<file path="src/rtl/sport_irq_pkg.sv">
package sport_irq_pkg;
  localparam int unsigned FRAME_W  = 16;
  localparam int unsigned FIFO_D   = 8;
  localparam int unsigned TO_TICKS = 32;
  localparam int unsigned ADDR_W   = 3;
  localparam int unsigned N_IRQ    = 4;

  localparam logic [ADDR_W-1:0] A_DATA = 3'd0;
  localparam logic [ADDR_W-1:0] A_MASK = 3'd1;
  localparam logic [ADDR_W-1:0] A_RAW  = 3'd2;
  localparam logic [ADDR_W-1:0] A_MIS  = 3'd3;
  localparam logic [ADDR_W-1:0] A_CLR  = 3'd4;

  // condition bit positions, shared by all status registers
  localparam int unsigned B_ROR  = 0;
  localparam int unsigned B_RT   = 1;
  localparam int unsigned B_RXHF = 2;
  localparam int unsigned B_TXHE = 3;
endpackage

</file>
<file path="src/rtl/sport_fifo.sv">
module sport_fifo #(
  parameter int unsigned W     = 16,
  parameter int unsigned DEPTH = 8,
  localparam int unsigned PW   = (DEPTH > 1) ? $clog2(DEPTH) : 1,
  localparam int unsigned CW   = $clog2(DEPTH + 1)
) (
  input  logic          clk_i,
  input  logic          rst_ni,
  input  logic          push_i,
  input  logic          pop_i,
  input  logic          ovw_i,
  input  logic [W-1:0]  wdata_i,
  output logic [W-1:0]  rdata_o,
  output logic [CW-1:0] count_o,
  output logic          full_o,
  output logic          empty_o
);
  localparam logic [PW-1:0] LAST = PW'(DEPTH - 1);
  localparam logic [CW-1:0] FULLC = CW'(DEPTH);

  logic [W-1:0]  mem_q [DEPTH];
  logic [PW-1:0] wr_ptr_q, rd_ptr_q, wr_prev;
  logic [CW-1:0] cnt_q;
  logic          do_pop, do_push;

  assign empty_o = (cnt_q == '0);
  assign full_o  = (cnt_q == FULLC);
  assign count_o = cnt_q;
  assign rdata_o = mem_q[rd_ptr_q];
  assign do_pop  = pop_i && !empty_o;
  assign do_push = push_i && (!full_o || do_pop);
  assign wr_prev = (wr_ptr_q == '0) ? LAST : wr_ptr_q - 1'b1;

  always_ff @(posedge clk_i or negedge rst_ni) begin
    if (!rst_ni) begin
      wr_ptr_q <= '0;
      rd_ptr_q <= '0;
      cnt_q    <= '0;
    end else begin
      if (do_push) wr_ptr_q <= (wr_ptr_q == LAST) ? '0 : wr_ptr_q + 1'b1;
      if (do_pop)  rd_ptr_q <= (rd_ptr_q == LAST) ? '0 : rd_ptr_q + 1'b1;
      if (do_push && !do_pop)      cnt_q <= cnt_q + 1'b1;
      else if (do_pop && !do_push) cnt_q <= cnt_q - 1'b1;
    end
  end

  always_ff @(posedge clk_i) begin
    if (do_push)                   mem_q[wr_ptr_q] <= wdata_i;
    else if (ovw_i && !empty_o)    mem_q[wr_prev]  <= wdata_i;
  end
endmodule

</file>
<file path="src/rtl/sport_rx_timeout.sv">
module sport_rx_timeout #(
  parameter int unsigned TICKS = 32,
  localparam int unsigned TW   = $clog2(TICKS + 1)
) (
  input  logic clk_i,
  input  logic rst_ni,
  input  logic restart_i,
  input  logic nonempty_i,
  input  logic tick_i,
  output logic fire_o
);
  localparam logic [TW-1:0] LIMIT = TW'(TICKS);
  logic [TW-1:0] cnt_q;

  assign fire_o = tick_i && nonempty_i && !restart_i && (cnt_q == LIMIT - 1'b1);

  always_ff @(posedge clk_i or negedge rst_ni) begin
    if (!rst_ni)                     cnt_q <= '0;
    else if (restart_i || !nonempty_i) cnt_q <= '0;
    else if (tick_i && cnt_q != LIMIT) cnt_q <= cnt_q + 1'b1;  // saturates after firing
  end
endmodule

</file>
<file path="src/rtl/sport_irq_regs.sv">
module sport_irq_regs
  import sport_irq_pkg::*;
#(
  parameter int unsigned DW = FRAME_W,
  parameter int unsigned AW = ADDR_W
) (
  input  logic          clk_i,
  input  logic          rst_ni,
  input  logic          wr_i,
  input  logic          rd_i,
  input  logic [AW-1:0] addr_i,
  input  logic [DW-1:0] wdata_i,
  output logic [DW-1:0] rdata_o,
  input  logic [DW-1:0] rx_head_i,
  input  logic          rx_empty_i,
  input  logic          ror_evt_i,
  input  logic          rt_evt_i,
  input  logic          rxhf_i,
  input  logic          txhe_i,
  output logic          rx_pop_o,
  output logic          tx_push_o,
  output logic [N_IRQ-1:0] raw_o,
  output logic [N_IRQ-1:0] mask_o,
  output logic          irq_o
);
  logic [N_IRQ-1:0] mask_q, raw, mis;
  logic             ror_q, rt_q, clr_wr;

  assign clr_wr    = wr_i && (addr_i == AW'(A_CLR));
  assign rx_pop_o  = rd_i && (addr_i == AW'(A_DATA)) && !rx_empty_i;
  assign tx_push_o = wr_i && (addr_i == AW'(A_DATA));

  always_ff @(posedge clk_i or negedge rst_ni) begin
    if (!rst_ni) begin
      mask_q <= '0;
      ror_q  <= 1'b0;
      rt_q   <= 1'b0;
      irq_o  <= 1'b0;
    end else begin
      if (wr_i && addr_i == AW'(A_MASK)) mask_q <= wdata_i[N_IRQ-1:0];
      // event beats clear
      if (ror_evt_i)                      ror_q <= 1'b1;
      else if (clr_wr && wdata_i[B_ROR])  ror_q <= 1'b0;
      if (rt_evt_i)                       rt_q  <= 1'b1;
      else if (clr_wr && wdata_i[B_RT])   rt_q  <= 1'b0;
      irq_o <= |mis;
    end
  end

  always_comb begin
    raw         = '0;
    raw[B_ROR]  = ror_q;
    raw[B_RT]   = rt_q;
    raw[B_RXHF] = rxhf_i;
    raw[B_TXHE] = txhe_i;
  end
  assign mis    = raw & mask_q;
  assign raw_o  = raw;
  assign mask_o = mask_q;

  always_comb begin
    rdata_o = '0;
    case (addr_i)
      AW'(A_DATA): rdata_o = rx_empty_i ? '0 : rx_head_i;
      AW'(A_MASK): rdata_o[N_IRQ-1:0] = mask_q;
      AW'(A_RAW):  rdata_o[N_IRQ-1:0] = raw;
      AW'(A_MIS):  rdata_o[N_IRQ-1:0] = mis;
      default:     rdata_o = '0;
    endcase
  end
endmodule

</file>
<file path="src/rtl/sport_irq_ctrl.sv">
module sport_irq_ctrl
  import sport_irq_pkg::*;
#(
  parameter int unsigned DW     = FRAME_W,
  parameter int unsigned DEPTH  = FIFO_D,
  parameter int unsigned TICKS  = TO_TICKS,
  parameter int unsigned AW     = ADDR_W,
  localparam int unsigned CW    = $clog2(DEPTH + 1)
) (
  input  logic          clk_i,
  input  logic          rst_ni,
  input  logic          rx_frame_vld_i,
  input  logic [DW-1:0] rx_frame_data_i,
  input  logic          tx_take_i,
  output logic [DW-1:0] tx_frame_data_o,
  output logic          tx_avail_o,
  input  logic          bit_tick_i,
  input  logic          reg_wr_i,
  input  logic          reg_rd_i,
  input  logic [AW-1:0] reg_addr_i,
  input  logic [DW-1:0] reg_wdata_i,
  output logic [DW-1:0] reg_rdata_o,
  output logic          irq_o
);
  localparam logic [CW-1:0] HALF = CW'(DEPTH / 2);

  logic [DW-1:0] rx_head;
  logic [CW-1:0] rx_count, tx_count;
  logic rx_full, rx_empty, tx_full, tx_empty;
  logic rx_pop, rx_push, rx_ovw, tx_push;
  logic rt_evt;
  logic [N_IRQ-1:0] raw, mask;

  assign rx_push = rx_frame_vld_i && (!rx_full || rx_pop);
  assign rx_ovw  = rx_frame_vld_i && rx_full && !rx_pop;

  sport_fifo #(.W(DW), .DEPTH(DEPTH)) u_rx_fifo (
    .clk_i, .rst_ni,
    .push_i(rx_push), .pop_i(rx_pop), .ovw_i(rx_ovw),
    .wdata_i(rx_frame_data_i), .rdata_o(rx_head),
    .count_o(rx_count), .full_o(rx_full), .empty_o(rx_empty)
  );

  sport_fifo #(.W(DW), .DEPTH(DEPTH)) u_tx_fifo (
    .clk_i, .rst_ni,
    .push_i(tx_push), .pop_i(tx_take_i), .ovw_i(1'b0),
    .wdata_i(reg_wdata_i), .rdata_o(tx_frame_data_o),
    .count_o(tx_count), .full_o(tx_full), .empty_o(tx_empty)
  );
  assign tx_avail_o = !tx_empty;

  sport_rx_timeout #(.TICKS(TICKS)) u_rx_to (
    .clk_i, .rst_ni,
    .restart_i(rx_frame_vld_i || rx_pop),
    .nonempty_i(!rx_empty),
    .tick_i(bit_tick_i),
    .fire_o(rt_evt)
  );

  sport_irq_regs #(.DW(DW), .AW(AW)) u_regs (
    .clk_i, .rst_ni,
    .wr_i(reg_wr_i), .rd_i(reg_rd_i), .addr_i(reg_addr_i),
    .wdata_i(reg_wdata_i), .rdata_o(reg_rdata_o),
    .rx_head_i(rx_head), .rx_empty_i(rx_empty),
    .ror_evt_i(rx_ovw), .rt_evt_i(rt_evt),
    .rxhf_i(rx_count >= HALF), .txhe_i(tx_count <= HALF),
    .rx_pop_o(rx_pop), .tx_push_o(tx_push),
    .raw_o(raw), .mask_o(mask), .irq_o
  );
endmodule

</file>
<file path="config.mk">
export PLATFORM = sky130hd
export DESIGN_NAME = sport_irq_ctrl
export DESIGN_NICKNAME = d
export VERILOG_FILES = /design/src/rtl/sport_irq_pkg.sv /design/src/rtl/sport_fifo.sv /design/src/rtl/sport_rx_timeout.sv /design/src/rtl/sport_irq_regs.sv /design/src/rtl/sport_irq_ctrl.sv
export SDC_FILE = /design/constraint.sdc
export NUM_CORES = 1
export LEC_CHECK = 0
export ABC_AREA = 1
export CORE_MARGIN = 2
export CORE_UTILIZATION = 35
export DETAILED_ROUTE_END_ITERATION = 10
export SYNTH_ARGS = -nofsm -noshare
export SYNTH_HDL_FRONTEND = slang
export SYNTH_HIERARCHICAL = 1
export SYNTH_SLANG_ARGS = --single-unit
</file>
<file path="constraint.sdc">
create_clock -name clk_i -period 4.95 [get_ports clk_i]
set_input_delay 0.99 -clock clk_i [delete_from_list [all_inputs] [get_ports clk_i]]
set_output_delay 0.99 -clock clk_i [all_outputs]
set_load 0.01 [all_outputs]
</file>
==> flow_metrics.env, run 1 <==
export IMPL_clock_fmax_mhz=246.2
export IMPL_place_congestion=0.7873
export IMPL_dp_hpwl_microns=16380
export IMPL_first_iter_violations=465
export IMPL_die_area_sq_um=37690
export IMPL_maxCapViolCount=0
export IMPL_hold_class="reg -> reg"
export IMPL_grt_pass1_wl_microns=43060
export IMPL_yosys_warnings=6
export IMPL_wl_met2_microns=13880
export IMPL_postCtsSetupRepairBufs=0
export IMPL_p_int_w=0.005814
export IMPL_combPwrFrac_pct=35.4
export IMPL_maxSlewViolCount=0
export IMPL_hold_buffers=0
export IMPL_cp_data_required_time_ns=3.96
export IMPL_r2r_start="u_rx_fifo/count_o[2]$_DFFE_PN0P_"
export IMPL_vias=7948
export IMPL_grt_usage_pct=14.40
export IMPL_dr_pass1_iters=4
export IMPL_floorplan_rows=69
export IMPL_diodes=0
export IMPL_fp_coreArea_sq_um=35570
export IMPL_min_from="u_regs/mask_o[0]$_DFFE_PN0P_"
export IMPL_post_cts_resized=0
export IMPL_num_fill_cells=3321
export IMPL_post_place_cells=1561
export IMPL_initial_core_util_pct=35.57
export IMPL_totalWireLength_microns=27460
export IMPL_criticalPathCategory="reg -> out"
export IMPL_cts_buffers=34
export IMPL_pwr_density_cell_nw_per_um2=591.8
export IMPL_netSwitchingFraction_pct=34.76
export IMPL_syn_num_nets=1104
export IMPL_syn_area_per_cell_sq_um=12.17
export IMPL_grt_antenna_before_repair=0
export IMPL_outcome="completed"
export IMPL_numPortBuffers=75
export IMPL_crit_fanout=66
export IMPL_synth_area_sq_um=12650
export IMPL_tns_ns=0
export IMPL_synthCells=1040
export IMPL_max_slew_margin_rel_pct=39.04
export IMPL_worstSetupStartpointType="register"
export IMPL_die_w_microns=194.1
export IMPL_setup_viol=0
export IMPL_fin_crit_ns=4.061
export IMPL_met1Wirelength_microns=11840
export IMPL_top_layer="met4"
export IMPL_power_share_sequential_pct=37.4
export IMPL_skew_ns=0.01879
export IMPL_clkTransAtPathRegs_ns=0.06
export IMPL_critPathLaunch="u_rx_fifo/rd_ptr_q[0]$_DFFE_PN0P_"
export IMPL_critPathArrivalTime_ns=3.07
export IMPL_finalCritPeriodShare_pct=82.04
export IMPL_p_leak_nw=5.735
export IMPL_cts_root_buf="clkbuf_16"
export IMPL_wl_met3_microns=1331
export IMPL_via_per_inst=4.900
export IMPL_tightest_slew_ns=0.9145
export IMPL_htreeDepth=2
export IMPL_final_cells=1622
export IMPL_endpoint_kind="output pin"
export IMPL_power_switching_w=0.003098
export IMPL_cts_sinks=289
export IMPL_vdd_drop_max_v=0.0003999
export IMPL_drc=0
export IMPL_cts_buffer_depth=3
export IMPL_nets=1200
export IMPL_hold_violations=0
export IMPL_p_clk_share_pct=27.3
export IMPL_grt_overflow_total=0
export IMPL_grt_pass1_vias=7934
export IMPL_area_delta_synth_final_pct=19.01
export IMPL_grt_max_degree=67
export IMPL_wl_per_cell_microns=16.93
export IMPL_drive_gt1_share_pct=11.46
export IMPL_cts_tree="yes"
export IMPL_clk_latency_ns=0.51
export IMPL_die_y_microns=194.1
export IMPL_ant_nets=0
export IMPL_io_pins=76
export IMPL_rsz0062_at_grt="no"
## through the flow
step	util (%)	instance area [sq um]	power, W	hold slack, ns	setup slack (ns)
floorplan	-	12650	0.005496	0.4620	1.544
global placement	39.23	13950	0.006498	0.4975	0.7893
detailed placement	39.23	13950	0.006555	0.4952	0.6544
CTS	42.34	15060	0.009014	0.5168	0.8567
global route	42.34	15060	0.009480	0.5418	0.6736
finish	42.34	15060	0.008913	0.5169	0.8890
## placed cells by master (no fill, tap or decap), drive strengths merged, types with 9 or more instances in the layout
| master | instances |
|---|---|
| a21oi | 9 |
| inv | 55 |
| nand2 | 224 |
| edfxtp | 256 |
| nand3 | 35 |
| ha | 20 |
| clkinv | 20 |
| dfrtp | 33 |
| clkbuf | 41 |
| nor2 | 121 |
| buf | 31 |
| mux2i | 64 |
| clkdlybuf4s50 | 74 |
| o21ai | 79 |
| o22ai | 65 |
## routing by layer
| metal | vias up | GRT usage (%) |
|---|---|---|
| met1 | 3871 | 18.40 |
| met3 | 31 | 2.418 |
| met4 | 0 | 3.395 |
| met5 | - | 0 |
| met2 | 164 | 25.50 |
| li1 | 3882 | - |
## power groups by stage
stage,Sequential (W),Clock (W),Combinational [W]
after global placement,0.00337,0,0.00313
after global routing,0.00338,0.00258,0.00352
after detailed placement,0.00338,0,0.00318
final,0.00333,0.00243,0.00315
after CTS,0.00333,0.00249,0.00319
after floorplan,0.00332,0,0.00218
## critical path, cell delays in order, from the launching register on
cell             delay [ns]
dfrtp_2                0.35
buf_4                  0.66
o21ai_0                0.21
o22ai_1                0.19
nand2_1                0.06
nand2_1                0.11
a21oi_1                0.08
o21ai_0                0.24
clkdlybuf4s50_1        0.58
## path summary, 6_finish.rpt
check,slack [ns],to,cells past startpoint
setup / recovery,0.89,reg_rdata_o[2],8
hold / removal,0.52,u_regs/mask_o[0]$_DFFE_PN0P_,2
hold reg to reg,0.52,u_regs/mask_o[0]$_DFFE_PN0P_,2
min in group asynchronous,0.57,u_regs/irq_o$_DFF_PN0_,1
setup reg to reg,1.97,u_rx_fifo/count_o[3]$_DFFE_PN0P_,19
max in group asynchronous,3.82,u_tx_fifo/rd_ptr_q[0]$_DFFE_PN0P_,1
## area by class of cell
| class | count | area (sq um) | share of cell area (%) |
|---|---|---|---|
| flip-flops and latches | 289 | 8516 | 56.55 |
| well taps | 461 | 576.8 | 3.830 |
| repair buffers | 105 | 996.0 | 6.614 |
| clock buffers | 41 | 898.4 | 5.965 |
| multi-input cells | 647 | 3641 | 24.18 |
| clock inverters | 20 | 206.4 | 1.371 |
| inverters | 59 | 225.2 | 1.496 |
## state kept, by name (all words and copies together) (netlist names), 3 cells and up
| signal | count |
|---|---|
| u_rx_fifo/wr_ptr_q | 3 |
| u_regs/mask_o | 4 |
| u_rx_fifo/rd_ptr_q | 3 |
| u_rx_fifo/count_o | 4 |
| u_tx_fifo/rd_ptr_q | 3 |
| u_tx_fifo/mem_q | 128 |
| u_tx_fifo/wr_ptr_q | 3 |
| u_tx_fifo/count_o | 4 |
| u_rx_to/cnt_q | 6 |
| u_rx_fifo/mem_q | 128 |
Power figures use the tool's default switching activity.
==> run 2, diff against run 1 <==
clock period = 4.1 ns   (was 4.95 ns; I/O delays follow)
==> flow_metrics.env, run 2 (same netlist as run 1, synthesis figures left out) <==
export IMPL_power_switching_w=0.003714
export IMPL_cts_sinks=289
export IMPL_netSwitchingFraction_pct=34.76
export IMPL_cts_buffer_depth=3
export IMPL_htreeDepth=2
export IMPL_pwr_density_cell_nw_per_um2=709.2
export IMPL_tightest_slew_ns=0.8992
export IMPL_numPortBuffers=75
export IMPL_outcome="completed"
export IMPL_dp_hpwl_microns=16500
export IMPL_grt_max_degree=67
export IMPL_cp_data_required_time_ns=3.28
export IMPL_maxSlewViolCount=0
export IMPL_cts_tree="yes"
export IMPL_fp_coreArea_sq_um=35570
export IMPL_vdd_drop_max_v=0.0004001
export IMPL_criticalPathCategory="reg -> out"
export IMPL_nets=1206
export IMPL_ant_nets=0
export IMPL_setup_viol=0
export IMPL_cts_root_buf="clkbuf_16"
export IMPL_layout_cells_most_common="edfxtp_1"
export IMPL_final_cells=1628
export IMPL_crit_fanout=66
export IMPL_dr_pass1_iters=5
export IMPL_vias=7971
export IMPL_worstSetupStartpointType="register"
export IMPL_grt_pass1_wl_microns=43600
export IMPL_hold_class="in -> async"
export IMPL_postCtsSetupRepairBufs=0
export IMPL_initial_core_util_pct=35.57
export IMPL_area_delta_synth_final_pct=19.08
export IMPL_totalWireLength_microns=27230
export IMPL_die_area_sq_um=37690
export IMPL_via_per_inst=4.896
export IMPL_power_share_sequential_pct=37.7
export IMPL_post_place_cells=1567
export IMPL_wl_per_cell_microns=16.73
export IMPL_final_area_sq_um=15070
export IMPL_post_cts_resized=0
export IMPL_tns_ns=0
export IMPL_top_regs="u_rx_fifo/mem_q: 128 flops, u_tx_fifo/mem_q: 128 flops, u_rx_to/cnt_q: 6 flops"
export IMPL_clk_latency_ns=0.52
export IMPL_die_w_microns=194.1
export IMPL_p_clk_share_pct=26.8
export IMPL_io_pins=76
export IMPL_clkTransAtPathRegs_ns=0.06
export IMPL_placed_cell_area_sq_um=14000
export IMPL_grt_antenna_before_repair=1
export IMPL_grt_met3_usage_pct=2.887
export IMPL_grt_util_met1_pct=18.64
export IMPL_drive_gt1_share_pct=11.92
export IMPL_rsz0062_at_grt="no"
export IMPL_first_iter_violations=491
export IMPL_r2r_cells=19
export IMPL_floorplan_rows=69
export IMPL_p_int_w=0.006973
export IMPL_grt_overflow_total=0
export IMPL_hold_violations=0
export IMPL_final_cell_mix="edfxtp_1 (256), nand2_1 (210), nor2_1 (99)"
export IMPL_holdWs_ns=0.3879
export IMPL_maxCapViolCount=0
export IMPL_critPathArrivalTime_ns=3.03
export IMPL_drc=0
export IMPL_combPwrFrac_pct=35.5
export IMPL_fin_crit_ns=3.855
export IMPL_cts_buffers=34
export IMPL_num_fill_cells=3366
export IMPL_grt_busiest_layer="met2"
export IMPL_clock_fmax_mhz=259.4
export IMPL_endpoint_kind="output pin"
export IMPL_grt_pass1_vias=8031
export IMPL_place_congestion=0.8060
export IMPL_grt_use_met2_pct=24.66
export IMPL_finalCritPeriodShare_pct=94.02
export IMPL_skew_ns=0.01730
export IMPL_p_leak_nw=5.740
export IMPL_grt_usage_pct=14.53
export IMPL_max_slew_margin_rel_pct=40.05
export IMPL_hold_buffers=0
export IMPL_die_y_microns=194.1
run 2: cell types whose count changed in the layout (fill, tap and decap cells not counted), sizes merged:
cell | before | now
inv | 55 | 58
clkinvlp | 1 | 4
clkinv | 20 | 10
diode | 0 | 1
clkbuf | 41 | 45
bufinv | 3 | 2
buf | 31 | 37
run 2: power groups by stage:
stage	Sequential (W)	Combinational [W]	Clock, W
after floorplan	0.00401	0.00263	0
after global placement	0.00407	0.00379	0
after detailed placement	0.00409	0.00384	0
after CTS	0.00403	0.00386	0.00295
after global routing	0.00408	0.00427	0.00308
final	0.00403	0.00379	0.00287
run 2: cell type report:
| type | count | area (sq um) | area share [%] |
|---|---|---|---|
| Timing Repair Buffer | 111 | 1041 | 6.909 |
| Clock inverter | 15 | 153.9 | 1.021 |
| Clock buffer | 45 | 912.1 | 6.053 |
| Inverter | 59 | 225.2 | 1.495 |
| Multi-Input combinational cell | 647 | 3641 | 24.16 |
| Tap cell | 461 | 576.8 | 3.828 |
| Antenna cell | 1 | 2.502 | 0.01661 |
| Sequential cell | 289 | 8516 | 56.51 |
run 2: through the flow:
stage | worst slack, ns | power [W] | utilization, %
detailed placement | 0.2164 | 0.007930 | 39.36
finish | 0.2451 | 0.01069 | 42.36
global route | 0.01872 | 0.01142 | 42.36
CTS | 0.2105 | 0.01084 | 42.36
floorplan | 0.8640 | 0.006636 | -
global placement | 0.3088 | 0.007860 | 39.36
run 2: worst paths after layout:
path / to / startpoint / slack, ns
max: reg_rdata_o[3] / u_rx_fifo/rd_ptr_q[0]$_DFFE_PN0P_ / 0.25
min: u_rx_to/cnt_q[3]$_DFFE_PN0P_ / rst_ni / 0.39
max reg2reg: u_rx_fifo/count_o[3]$_DFFE_PN0P_ / u_rx_fifo/count_o[2]$_DFFE_PN0P_ / 1.17
min reg2reg: u_regs/ror_q$_DFFE_PN0P_ / u_regs/ror_q$_DFFE_PN0P_ / 0.50
max in group asynchronous: u_rx_fifo/rd_ptr_q[0]$_DFFE_PN0P_ / rst_ni / 3.16
min in group clk_i: u_regs/ror_q$_DFFE_PN0P_ / u_regs/ror_q$_DFFE_PN0P_ / 0.50
run 2: critical path: stages (launching register included):
cell and delay, ns:
dfrtp_2 0.35, buf_4 0.67, o21ai_0 0.24, o22ai_1 0.19
nand2_1 0.07, nand2_1 0.11, a21oi_1 0.08, o21ai_0 0.22
clkdlybuf4s50_1 0.58
run 2: per-layer routing:
| metal | share of wire, % | vias up |
|---|---|---|
| li1 | - | 3889 |
| met1 | 44 | 3878 |
| met2 | 49 | 155 |
| met3 | 4.5 | 49 |
| met4 | 2.4 | 0 |
| met5 | 0 | - |
